===== config.mk =====
export PLATFORM = sky130hd
export DESIGN_NAME = dp_core
export DESIGN_NICKNAME = d
export VERILOG_FILES = /design/src/rtl/dp_core_pkg.sv /design/src/rtl/dp_regbank.sv /design/src/rtl/dp_shifter.sv /design/src/rtl/dp_alu.sv /design/src/rtl/dp_core.sv
export SDC_FILE = /design/constraint.sdc
export NUM_CORES = 1
export LEC_CHECK = 0
export ABC_AREA = 1
export CAP_MARGIN = 5
export CORE_MARGIN = 3
export CORE_UTILIZATION = 25
export CTS_BUF_LIST = sky130_fd_sc_hd__clkbuf_4
export DETAILED_ROUTE_END_ITERATION = 10
export DONT_BUFFER_PORTS = 1
export PLACE_DENSITY = 0.47
export SLEW_MARGIN = 0
export SYNTH_ARGS = -nofsm -noshare
export SYNTH_HDL_FRONTEND = slang
export SYNTH_HIERARCHICAL = 1
export SYNTH_SLANG_ARGS = --single-unit

===== constraint.sdc =====
create_clock -name clk -period 11.4 [get_ports clk]
set_clock_uncertainty 0.2 [all_clocks]
set_input_delay 2.28 -clock clk [delete_from_list [all_inputs] [get_ports clk]]
set_output_delay 2.28 -clock clk [all_outputs]
set_load 0.02 [all_outputs]

===== src/rtl/dp_core_pkg.sv =====
package dp_core_pkg;

   typedef enum logic [2:0] {
      OP_IDLE = 3'd0,
      OP_ADD  = 3'd1,
      OP_SUB  = 3'd2,
      OP_MUL  = 3'd3,
      OP_NAND = 3'd4,
      OP_SHL  = 3'd5,
      OP_SHR  = 3'd6,
      OP_TEST = 3'd7
   } alu_op_e;

   typedef enum logic {
      SRC_EXT = 1'b0,
      SRC_ALU = 1'b1
   } wr_src_e;

   typedef enum logic {
      SHIFT_BARREL = 1'b0,
      SHIFT_LOOP   = 1'b1
   } shift_style_e;

endpackage


===== src/rtl/dp_regbank.sv =====
module dp_regbank #(
   parameter int DATA_W = 16,
   parameter int NREGS  = 8,
   localparam int IDX_W = $clog2(NREGS)
) (
   input  logic              clk,
   input  logic              rst,
   input  logic [IDX_W-1:0]  rd_sel_a,
   input  logic [IDX_W-1:0]  rd_sel_b,
   input  logic [IDX_W-1:0]  wr_sel,
   input  logic              wr_en,
   input  logic [DATA_W-1:0] wr_data,
   output logic [DATA_W-1:0] rd_a,
   output logic [DATA_W-1:0] rd_b
);

   logic [NREGS-1:0][DATA_W-1:0] mem;

   always_ff @(posedge clk) begin
      if (rst) begin
         mem <= '0;
      end else if (wr_en) begin
         mem[wr_sel] <= wr_data;
      end
   end

   assign rd_a = mem[rd_sel_a];
   assign rd_b = mem[rd_sel_b];


   reset_clear_chk: assert property (@(posedge clk) rst |=> (mem == '0));


   write_store_chk: assert property (@(posedge clk) disable iff (rst)
      wr_en |=> (mem[$past(wr_sel)] == $past(wr_data)));


   write_hold_chk: assert property (@(posedge clk) disable iff (rst)
      !wr_en |=> $stable(mem));


   read_after_write_chk: assert property (@(posedge clk) disable iff (rst)
      wr_en |=> ((rd_sel_a != $past(wr_sel)) || (rd_a == $past(wr_data))));

endmodule


===== src/rtl/dp_shifter.sv =====
module dp_shifter #(
   parameter int DATA_W = 16,
   parameter bit LEFT   = 1'b1,
   parameter dp_core_pkg::shift_style_e STYLE = dp_core_pkg::SHIFT_BARREL,
   localparam int SH_W  = $clog2(DATA_W)
) (
   input  logic [DATA_W-1:0] din,
   input  logic [SH_W-1:0]   amt,
   output logic [DATA_W-1:0] dout
);

   generate
      if (STYLE == dp_core_pkg::SHIFT_BARREL) begin : g_barrel
         logic [DATA_W-1:0] stg [0:SH_W];
         assign stg[0] = din;
         for (genvar k = 0; k < SH_W; k++) begin : g_stage
            if (LEFT) begin : g_l
               assign stg[k+1] = amt[k] ? (stg[k] << (1 << k)) : stg[k];
            end else begin : g_r
               assign stg[k+1] = amt[k] ? (stg[k] >> (1 << k)) : stg[k];
            end
         end
         assign dout = stg[SH_W];
      end else begin : g_loop
         always_comb begin
            dout = din;
            for (int i = 0; i < DATA_W; i++) begin
               if (i < int'(amt)) begin
                  dout = LEFT ? (dout << 1) : (dout >> 1);
               end
            end
         end
      end
   endgenerate

endmodule


===== src/rtl/dp_alu.sv =====
module dp_alu #(
   parameter int DATA_W = 16,
   parameter dp_core_pkg::shift_style_e SHIFT_STYLE = dp_core_pkg::SHIFT_BARREL,
   localparam int SH_W  = $clog2(DATA_W),
   localparam int PROD_W = 2 * DATA_W
) (
   input  logic                 clk,
   input  logic                 rst,
   input  dp_core_pkg::alu_op_e op,
   input  logic [DATA_W-1:0]    a,
   input  logic [DATA_W-1:0]    b,
   output logic [DATA_W-1:0]    result,
   output logic [DATA_W-1:0]    prod_hi,
   output logic                 flag_z,
   output logic                 flag_n
);
   import dp_core_pkg::*;

   logic signed [PROD_W-1:0] prod;
   logic [DATA_W-1:0]        shl_out;
   logic [DATA_W-1:0]        shr_out;

   assign prod = $signed(a) * $signed(b);

   dp_shifter #(.DATA_W(DATA_W), .LEFT(1'b1), .STYLE(SHIFT_STYLE)) u_shl (
      .din(a), .amt(b[SH_W-1:0]), .dout(shl_out));

   dp_shifter #(.DATA_W(DATA_W), .LEFT(1'b0), .STYLE(SHIFT_STYLE)) u_shr (
      .din(a), .amt(b[SH_W-1:0]), .dout(shr_out));

   always_comb begin
      result  = '0;
      prod_hi = '0;
      case (op)
         OP_ADD:  result = a + b;
         OP_SUB:  result = a - b;
         OP_MUL: begin
            result  = prod[DATA_W-1:0];
            prod_hi = prod[PROD_W-1:DATA_W];
         end
         OP_NAND: result = ~(a & b);
         OP_SHL:  result = shl_out;
         OP_SHR:  result = shr_out;
         default: result = '0;
      endcase
   end

   always_ff @(posedge clk) begin
      if (rst) begin
         flag_z <= 1'b0;
         flag_n <= 1'b0;
      end else if (op == OP_TEST) begin
         flag_z <= (a == '0);
         flag_n <= a[DATA_W-1];
      end
   end


   sub_self_zero_chk: assert property (@(posedge clk) disable iff (rst)
      (op == OP_SUB && a == b) |-> (result == '0));


   hi_quiet_chk: assert property (@(posedge clk) disable iff (rst)
      (op != OP_MUL) |-> (prod_hi == '0));


   shift_nil_chk: assert property (@(posedge clk) disable iff (rst)
      ((op == OP_SHL || op == OP_SHR) && b[SH_W-1:0] == '0) |-> (result == a));


   shr_fill_chk: assert property (@(posedge clk) disable iff (rst)
      (op == OP_SHR && b[SH_W-1:0] != '0) |-> !result[DATA_W-1]);


   test_flag_chk: assert property (@(posedge clk) disable iff (rst)
      (op == OP_TEST) |=> (flag_z == ($past(a) == '0)) && (flag_n == $past(a[DATA_W-1])));


   test_result_chk: assert property (@(posedge clk) disable iff (rst)
      (op == OP_TEST) |-> (result == '0));


   flag_hold_chk: assert property (@(posedge clk) disable iff (rst)
      (op != OP_TEST) |=> ($stable(flag_z) && $stable(flag_n)));


   idle_zero_chk: assert property (@(posedge clk) disable iff (rst)
      (op == OP_IDLE) |-> (result == '0 && prod_hi == '0));

endmodule


===== src/rtl/dp_core.sv =====
module dp_core #(
   parameter int DATA_W = 16,
   parameter int NREGS  = 8,
   parameter dp_core_pkg::shift_style_e SHIFT_STYLE = dp_core_pkg::SHIFT_BARREL,
   localparam int IDX_W = $clog2(NREGS)
) (
   input  logic              clk,
   input  logic              rst,
   input  logic [IDX_W-1:0]  rd_sel_a,
   input  logic [IDX_W-1:0]  rd_sel_b,
   input  logic [IDX_W-1:0]  wr_sel,
   input  logic              wr_en,
   input  logic              wr_src,
   input  logic [DATA_W-1:0] ext_data,
   input  logic [2:0]        op,
   output logic [DATA_W-1:0] rd_val_a,
   output logic [DATA_W-1:0] rd_val_b,
   output logic [DATA_W-1:0] result,
   output logic [DATA_W-1:0] prod_hi,
   output logic              flag_z,
   output logic              flag_n
);
   import dp_core_pkg::*;

   generate
      if (DATA_W < 4 || (DATA_W & (DATA_W - 1)) != 0) begin : g_bad_width
         $error("dp_core: DATA_W must be a power of two, at least 4");
      end
      if (NREGS < 2 || (NREGS & (NREGS - 1)) != 0) begin : g_bad_depth
         $error("dp_core: NREGS must be a power of two, at least 2");
      end
   endgenerate

   logic [DATA_W-1:0] wr_data;
   logic [DATA_W-1:0] alu_res;
   alu_op_e           op_e;

   assign op_e     = alu_op_e'(op);
   assign wr_data  = (wr_src_e'(wr_src) == SRC_ALU) ? alu_res : ext_data;
   assign result   = alu_res;

   dp_regbank #(.DATA_W(DATA_W), .NREGS(NREGS)) u_bank (
      .clk      (clk),
      .rst      (rst),
      .rd_sel_a (rd_sel_a),
      .rd_sel_b (rd_sel_b),
      .wr_sel   (wr_sel),
      .wr_en    (wr_en),
      .wr_data  (wr_data),
      .rd_a     (rd_val_a),
      .rd_b     (rd_val_b)
   );

   dp_alu #(.DATA_W(DATA_W), .SHIFT_STYLE(SHIFT_STYLE)) u_alu (
      .clk     (clk),
      .rst     (rst),
      .op      (op_e),
      .a       (rd_val_a),
      .b       (rd_val_b),
      .result  (alu_res),
      .prod_hi (prod_hi),
      .flag_z  (flag_z),
      .flag_n  (flag_n)
   );


   writeback_src_chk: assert property (@(posedge clk) disable iff (rst)
      (wr_en && wr_src && op == 3'd0) |=> (rd_val_a == '0 || rd_sel_a != $past(wr_sel)));

endmodule


Yosys cells after proc, flatten, opt, wreduce, memory -nomap -nowiden
Index checks and enable logic that the tools add are counted.
- word-level logic and storage cells: 46
- output and inout port bits: 66
- register bits: 130
- input bits: 32
- order comparisons: 4
- add/sub/neg operators: 2
- mux-type cells: 18
- equality and inequality tests: 7
- multiply operators: 1
- reduce and logical (&&, ||, !) cells: 2
- bitwise operators: 2
- operators by type and width (kind ; count):
    two-way mux 16 bit ; 13
    bitwise mux 128 bit ; 1
    binary-select mux 16 bit (select 3 bit) ; 2
    case mux 16 bit (6 select lines) ; 1
    demux 16 bit (select 3 bit) ; 1
    multiplier 16 x 16 -> 32 bit ; 1
    adder 16 bit ; 1
    bitwise AND 16 bit ; 1
    logical NOT 16 bit ; 1
    inverter 16 bit ; 1
    subtractor 16 bit ; 1
    equality test 3 bit, second input constant ; 4
    less-than comparator 3 x 4 -> 1 bit, second input constant ; 3
    equality test 3 x 2 -> 1 bit, second input constant ; 2
    equality test 3 x 1 -> 1 bit, second input constant ; 1
    >= comparator 3 x 1 -> 1 bit, second input constant ; 1
    logical AND 1 bit ; 1

Logic depth before layout (Yosys ltp)
Gate-level depths: netlist of run 1.
- depth after elaboration: 9
- gate-level depth with buffers: 39
- mapped depth without buffers: 36

Hierarchy
The synthesis of run 1 kept the hierarchy.
- by module, submodules not included (module ; cells an instance ; instances ; sequential area each (sq um) ; area each (sq um)):
    dp_alu ; 1861 ; 1 ; 40.0 ; 12824.8
    dp_regbank ; 1294 ; 1 ; 2562.5 ; 7409.6
    dp_shifter at u_alu.u_shr ; 151 ; 1 ; 0.0 ; 706.9
    dp_shifter at u_alu.u_shl ; 151 ; 1 ; 0.0 ; 694.4
    dp_core ; 52 ; 1 ; 0.0 ; 244.0

Least setup slack after synthesis of run 1
Ideal clock, no wire load.
- path kind: input -> output
- start: input rd_sel_a[1]
- end: output prod_hi[15]
- stages: 28
- setup slack: 0.390 ns
- buffers on the path: 4
- arrival: 8.530 ns
- data required time: 8.920 ns
- path through: buf_2 -> clkbuf_1 -> nand3_1 -> nand2_1 -> nand2_1 -> nand2_1 -> clkbuf_1 -> clkbuf_1 -> nand2_1 -> inv_1 -> fa_1 -> fa_1 -> fa_1 -> fa_1 -> fa_1 -> inv_1 -> fa_1 -> inv_1 -> ha_1 -> nand2_1 -> nor2_1 -> inv_1 -> nor2_2 -> and2_1 -> nand2_1 -> nand2_1 -> nor2_1 -> nor2_1
- cells in the longest elaborated chain, start to end: 4
- RTL lines (item ; RTL line ; source):
    from (decl) ; dp_core.sv:9 ; input logic [IDX_W-1:0] rd_sel_a,
    binary-select mux 16 bit (select 3 bit) ; dp_regbank.sv:27 ; assign rd_a = mem[rd_sel_a];
    two-way mux 16 bit (not written as such) ; dp_regbank.sv:27 ;
    net rd_val_a[15] ; dp_core.sv:16 ; output logic [DATA_W-1:0] rd_val_a,
    multiplier 16 x 16 -> 32 bit ; dp_alu.sv:23 ; assign prod = $signed(a) * $signed(b);
    two-way mux 16 bit ; dp_alu.sv:34 ; case (op)
    to (decl) ; dp_core.sv:19 ; output logic [DATA_W-1:0] prod_hi,
The timed path passes the listed nets, and every way through them passes these cells. The select of a mux whose other input is x is not followed.

Worst setup path in the final report of run 1
- start: input rd_sel_a[0]
- end: output prod_hi[7]
- cells in the longest elaborated chain, start to end: 4
- RTL lines (item ; RTL line):
    binary-select mux 16 bit (select 3 bit) ; dp_regbank.sv:27
    two-way mux 16 bit (not written as such) ; dp_regbank.sv:27
    multiplier 16 x 16 -> 32 bit ; dp_alu.sv:23
    two-way mux 16 bit ; dp_alu.sv:34
Every way passes these cells. The select of a mux whose other input is x is not followed.

==> results of run 1 <==
-- what timing repair did --
action,in CTS,in global routing
resized for setup,1,14
cloned,0,0
setup endpoints to repair,1,12
pin swaps,0,0
-- through the flow --
stage               cells  power, uW  utilization, %  setup WS, ps  hold slack [ps]
floorplan            3509       2320               -           390              254
global placement     4588       3190            27.3          15.5              262
detailed placement   4588       3170            27.3          8.96              271
CTS                  4620       3570            27.7           131              297
global route         4621       3940            27.7          3.52              318
finish               4621       3560            27.7           254              293
-- logic make-up after synthesis --
kind of cell,after synthesis,synth area share [%]
xor+xnor,19,0.761
flops,130,11.9
simple gates,1871,35.0
compound gates,258,6.41
buf+inv,869,16.2
fa+ha+maj,362,29.7
-- layout make-up --
cell class,count,area [um2]
antenna,1,2.50
clock buffer,21,158
clock inverter,11,138
fill,9709,62100
inverter,702,2660
multi-input combinational,2510,15800
sequential,130,2600
tap,1144,1430
timing repair buffer,102,1030
-- flip-flops by register name, indices dropped and copies added, names as in the netlist --
| register | count |
|---|---|
| u_alu/flag_z | 1 |
| u_alu/flag_n | 1 |
| u_bank/mem | 128 |
-- power breakdown --
part / internal [uW] / switching [uW] / leakage, uW
Combinational: 916 / 1810 / 0.0119
Clock: 160 / 199 / 0.000162
Sequential: 470 / 8.34 / 0.00106
Total: 1550 / 2010 / 0.0132
-- routing by layer --
metal	up-vias	GRT usage, %	wire length [um]
met5	-	0	0
li1	10400	-	-
met3	76	3.69	5870
met4	0	3.89	1580
met2	659	29.7	37600
met1	10200	27.0	40700
-- critical path, delay by kind of cell --
family        cells  cell delay (ps)
buf+inv          10             1210
simple gates     13             1690
fa+ha+maj         7             3430
-- cell usage in the layout (no fill, tap or decap), drive strengths merged --
cell type  synthesis  routed
nor2             386     386
a221oi             9       9
o22ai              4       4
a21o               2       2
or2                5       5
inv              695     695
a211o              1       1
nand3            289     289
buf               79     102
o21ai            163     163
ha                99      99
nand4             16      16
clkbuf            88      21
xnor2              8       8
a211oi             1       1
xor2              11      11
o21a               3       3
and3               1       1
dfxtp            130     130
fa               263     263
o211ai             3       3
clkinvlp           0       1
o31ai              1       1
o21bai            10      10
diode              0       1
and2               6       6
a21oi             60      60
clkinv             7      14
nor4               4       4
nand2           1147    1147
nor3b              1       1
nand3b             4       4
o311ai             1       1
nor3              12      12
bufinv             0       3
-- final timing paths --
path,startpoint,to,slack [ps],cells past startpoint
setup / recovery,rd_sel_a[0],prod_hi[7],250,30
hold / removal,u_bank/mem[39]$_SDFFE_PP0P_,u_bank/mem[39]$_SDFFE_PP0P_,290,2
setup reg to reg,u_bank/mem[116]$_SDFFE_PP0P_,u_bank/mem[95]$_SDFFE_PP0P_,3930,33
hold reg to reg,u_bank/mem[39]$_SDFFE_PP0P_,u_bank/mem[39]$_SDFFE_PP0P_,290,2
==> impl_metrics.tcl, run 1 <==
set metrics [dict create \
    layout-drive-gt1-share_pct 6.42 \
    ir_worst_vdd_v 0.000102 \
    clk_latency_ps 660 \
    maxCapViolCount 0 \
    powerDensity_mw_per_mm2 150 \
    rsz0062_at_grt "no" \
    end_kind "output pin" \
    synthTopCellsByArea "fa_1 (24%), nand2_1 (19%), dfxtp_1 (12%)" \
    rows 107 \
    critPathLaunchType "input port" \
    grt_max_degree 113 \
    io_pins 98 \
    synthCells 3509 \
    wl_um 85800 \
    synth.top_cell.area_share_pct 24.1 \
    fin_tns_setup_ps 0 \
    drcViolationCount 0 \
    crit_path_top_delay_cell "fa_1" \
    syn_area_per_cell_um2 6.24 \
    cts_tree "done" \
    ys_warn_count 6 \
    nets 3857 \
    cts-root-buf "clkbuf_4" \
    io_buffers 0 \
    post-route-period-util_pct 97.8 \
    viasPerCell 4.61 \
    hp-class "register to register" \
    yosysMostFrequentCell "nand2_1" \
    dp_hpwl_um 66200 \
    cts_setup_buffers 0 \
    drtIter0Drc 2004 \
    grt_pass1_vias 20600 \
    tightest_slew_ps 1190 \
    dr_total_vias 21300 \
    min_period_ps 11150 \
    syn_to_final_growth_pct 8.80 \
    synth-async-reset-ratio_pct 0 \
    ys_types 52 \
    synth_edf_count 0 \
    fin_area_mm2 0.0238 \
    slew_headroom_pct 20.6 \
    ys.flop_type "dfxtp_1" \
    placed_area_mm2 0.0235 \
    track_usage_pct 18.9 \
    cp.required_ps 8920 \
    fmax_ghz 0.0897 \
    h-tree-depth 4 \
    postCtsHoldBufs 0 \
    yosysTopAreaCell "fa_1" \
    crit_type "input port to output pin" \
    wl_per_cell_um 18.6 \
    setup_viol 0 \
    netlist_area_mm2 0.0219 \
    die_h_um 302 \
    gr-total-overflow 0 \
    dieArea_mm2 0.0911 \
    clk_pin_slew_ps 100 \
    synth_nets 3903 \
    p_leak_uw 0.0132 \
    status "finished clean" \
    core_area_mm2 0.0859 \
    first_pass_iters 6 \
    finalMaxSlewViolations 0 \
    die_w_um 302 \
    cts.sinks 130 \
    critPathMaxStageDelay_ps 540 \
    crit_fanout 65 \
    grt_pass1_wl_um 130000 \
    ys_seq_area_share_pct 11.9 \
    antenna_found_initial 2 \
    drtAntennaViolNets 0 \
    ys_seq_elements 130 \
    clk_path_buf_depth 2 \
    finalWeightedCongestion 0.884 \
    start_util_pct 25.5 \
    numCtsBuffers 17 \
    arrival_ps 8670 \
    hold_violations 0 \
    yosys-top-cells-count "nand2_1 (1,121), inv_1 (678), nor2_1 (371), nand3_1 (283), fa_1 (263)" \
]
(Power assumes the default switching activity.)
==> inputs of run 2 (changes only) <==
--- a/config.mk
+++ b/config.mk
@@ -7,12 +7,14 @@
 export LEC_CHECK = 0
 export ABC_AREA = 1
 export CAP_MARGIN = 5
-export CORE_MARGIN = 3
+export CORE_MARGIN = 2
 export CORE_UTILIZATION = 25
 export CTS_BUF_LIST = sky130_fd_sc_hd__clkbuf_4
 export DETAILED_ROUTE_END_ITERATION = 10
 export DONT_BUFFER_PORTS = 1
+export HOLD_SLACK_MARGIN = 0.02
 export PLACE_DENSITY = 0.47
+export RECOVER_POWER = 50
 export SLEW_MARGIN = 0
 export SYNTH_ARGS = -nofsm -noshare
 export SYNTH_HDL_FRONTEND = slang
==> run 2 against run 1 <==
Sequential power about the same. Combinational power about the same. Critical path depth increased by 1. Largest power group unchanged. Highest routed layer unchanged. Critical path type unchanged. Flip-flop and latch count unchanged. The flow now finishes with violations (max-capacitance violations, max-slew violations). Total power about the same. First-iteration DRC count decreased by 8.9%. Non-clock buffer count increased by 13.
==> impl_metrics.tcl, run 2 (synthesis gave the netlist of run 1 again) <==
set metrics [dict create \
    layout_commonest_cell "nand2_1" \
    crit_fanout 65 \
    placed_area_mm2 0.0237 \
    die_w_um 300 \
    grt_pass1_vias 20900 \
    dieArea_mm2 0.0899 \
    layout-drive-gt1-share_pct 6.31 \
    cp_common_cell "nand2_1" \
    first_pass_iters 5 \
    largest_reg_flops 128 \
    dr_total_vias 21400 \
    regToRegSetupSlack_ps 3910 \
    track_usage_pct 19.2 \
    finalWeightedCongestion 0.887 \
    wl_um 85400 \
    grt_max_degree 116 \
    cts_tree "done" \
    ir_worst_vdd_v 0.0000881 \
    fmax_ghz 0.0902 \
    core_area_mm2 0.0868 \
    critPathLaunchType "input port" \
    crit_buf_inv 11 \
    layout_common_cells "nand2_1 (1,118), inv_1 (678), nor2_1 (366)" \
    hold_end "u_bank/mem[111]$_SDFFE_PP0P_" \
    clk_latency_ps 630 \
    rr_worst_depth 34 \
    drcViolationCount 0 \
    start_util_pct 25.2 \
    tightest_slew_ps 2550 \
    gr-total-overflow 0 \
    regMostFlops "u_bank/mem" \
    grt_pass1_wl_um 132000 \
    fill_cells 9882 \
    top_regs "u_bank/mem x128, u_alu/flag_n x1, u_alu/flag_z x1" \
    fin_ws_ps 315 \
    end_kind "output pin" \
    post-place-ws_ps 78.0 \
    cts.sinks 130 \
    status "finished with violations" \
    wl_per_cell_um 18.4 \
    antenna_found_initial 3 \
    post-route-period-util_pct 97.2 \
    cp.required_ps 8920 \
    failed_checks "max-capacitance violations, max-slew violations" \
    min_period_ps 11090 \
    dp_hpwl_um 65000 \
    syn_to_final_growth_pct 9.26 \
    reg2reg_from "u_bank/mem[17]$_SDFFE_PP0P_" \
    h-tree-depth 4 \
    multi_input_area_mm2 0.0158 \
    clk_pin_slew_ps 120 \
    crit_path_top_delay_cell "fa_1" \
    drtAntennaViolNets 0 \
    drtIter0Drc 1826 \
    regArea_mm2 0.00260 \
    hold_slack_ps 298 \
    numCtsBuffers 17 \
    setup_viol 0 \
    nets 3870 \
    arrival_ps 8610 \
    crit_family "adder cells" \
    hold_violations 0 \
    final_core_util_pct 27.6 \
    crit_type "input port to output pin" \
    fin_area_mm2 0.0239 \
    io_pins 98 \
    viasPerCell 4.60 \
    cts-root-buf "clkbuf_4" \
    postCtsHoldBufs 0 \
    powerDensity_mw_per_mm2 149 \
    maxCapViolCount 2 \
    p_leak_uw 0.0132 \
    finalMaxSlewViolations 36 \
    hp-class "register to register" \
    io_buffers 0 \
    slew_headroom_pct -72.1 \
    clk_path_buf_depth 2 \
    critPathMaxStageDelay_ps 560 \
    hp-start "u_bank/mem[111]$_SDFFE_PP0P_" \
    holdPathStages 2 \
    r2r-end "u_bank/mem[111]$_SDFFE_PP0P_" \
    rows 108 \
    die_h_um 300 \
]
[run 2: power breakdown]
part / switching (uW) / internal (uW)
logic: 1790 / 940
clock network: 237 / 115
registers: 8.05 / 471
[run 2: what timing repair did]
action	4_1_cts	5_1_grt
buffers inserted	0	0
endpoints found under the setup margin	0	8
resized for setup	0	10
[run 2: worst register-to-register path: cells and delay by family, from the launching register on]
| family | cells | cell delay, ps |
|---|---|---|
| AO/OA/AOI/OAI | 1 | 260 |
| adder cells (fa/ha/maj) | 7 | 3160 |
| buffers and inverters | 8 | 990 |
| flip-flops | 1 | 380 |
| AND/OR/NAND/NOR | 18 | 2360 |
[run 2: metrics by stage]
stage	power, uW	setup TNS [ps]	instances
final	3560	0	4646
after global routing	3960	-5.49	4645
after CTS	3600	0	4644
after detailed placement	3200	0	4612
after global placement	3220	0	4612
after floorplan	2320	0	3509
[run 2: worst max-delay path by stage]
stage,to,cells past startpoint,startpoint
5_1_grt,prod_hi[13],32,rd_sel_a[0]
6_report,result[15],31,rd_sel_b[0]
3_3_place_gp,prod_hi[13],32,rd_sel_a[0]
2_1_floorplan,prod_hi[15],28,rd_sel_a[1]
3_5_place_dp,prod_hi[13],32,rd_sel_a[0]
4_1_cts,prod_hi[13],32,rd_sel_a[0]
[run 2: final cells by class]
class	instances	share of cell area [%]
tap	1155	6.04
multi-input combinational	2510	66.0
clock buffer	17	0.534
clock inverter	15	0.618
antenna	2	0.0209
inverter	702	11.1
timing repair buffer	115	4.80
sequential	130	10.9
[run 2: routing by layer]
metal	track usage, %	up-vias	wire length (um)	part of all wire [%]
met2	31.0	722	38200	45
met5	0	-	0	0
li1	-	10400	-	-
met1	26.7	10100	39200	46
met3	2.67	96	6060	7.1
met4	4.92	0	1920	2.2
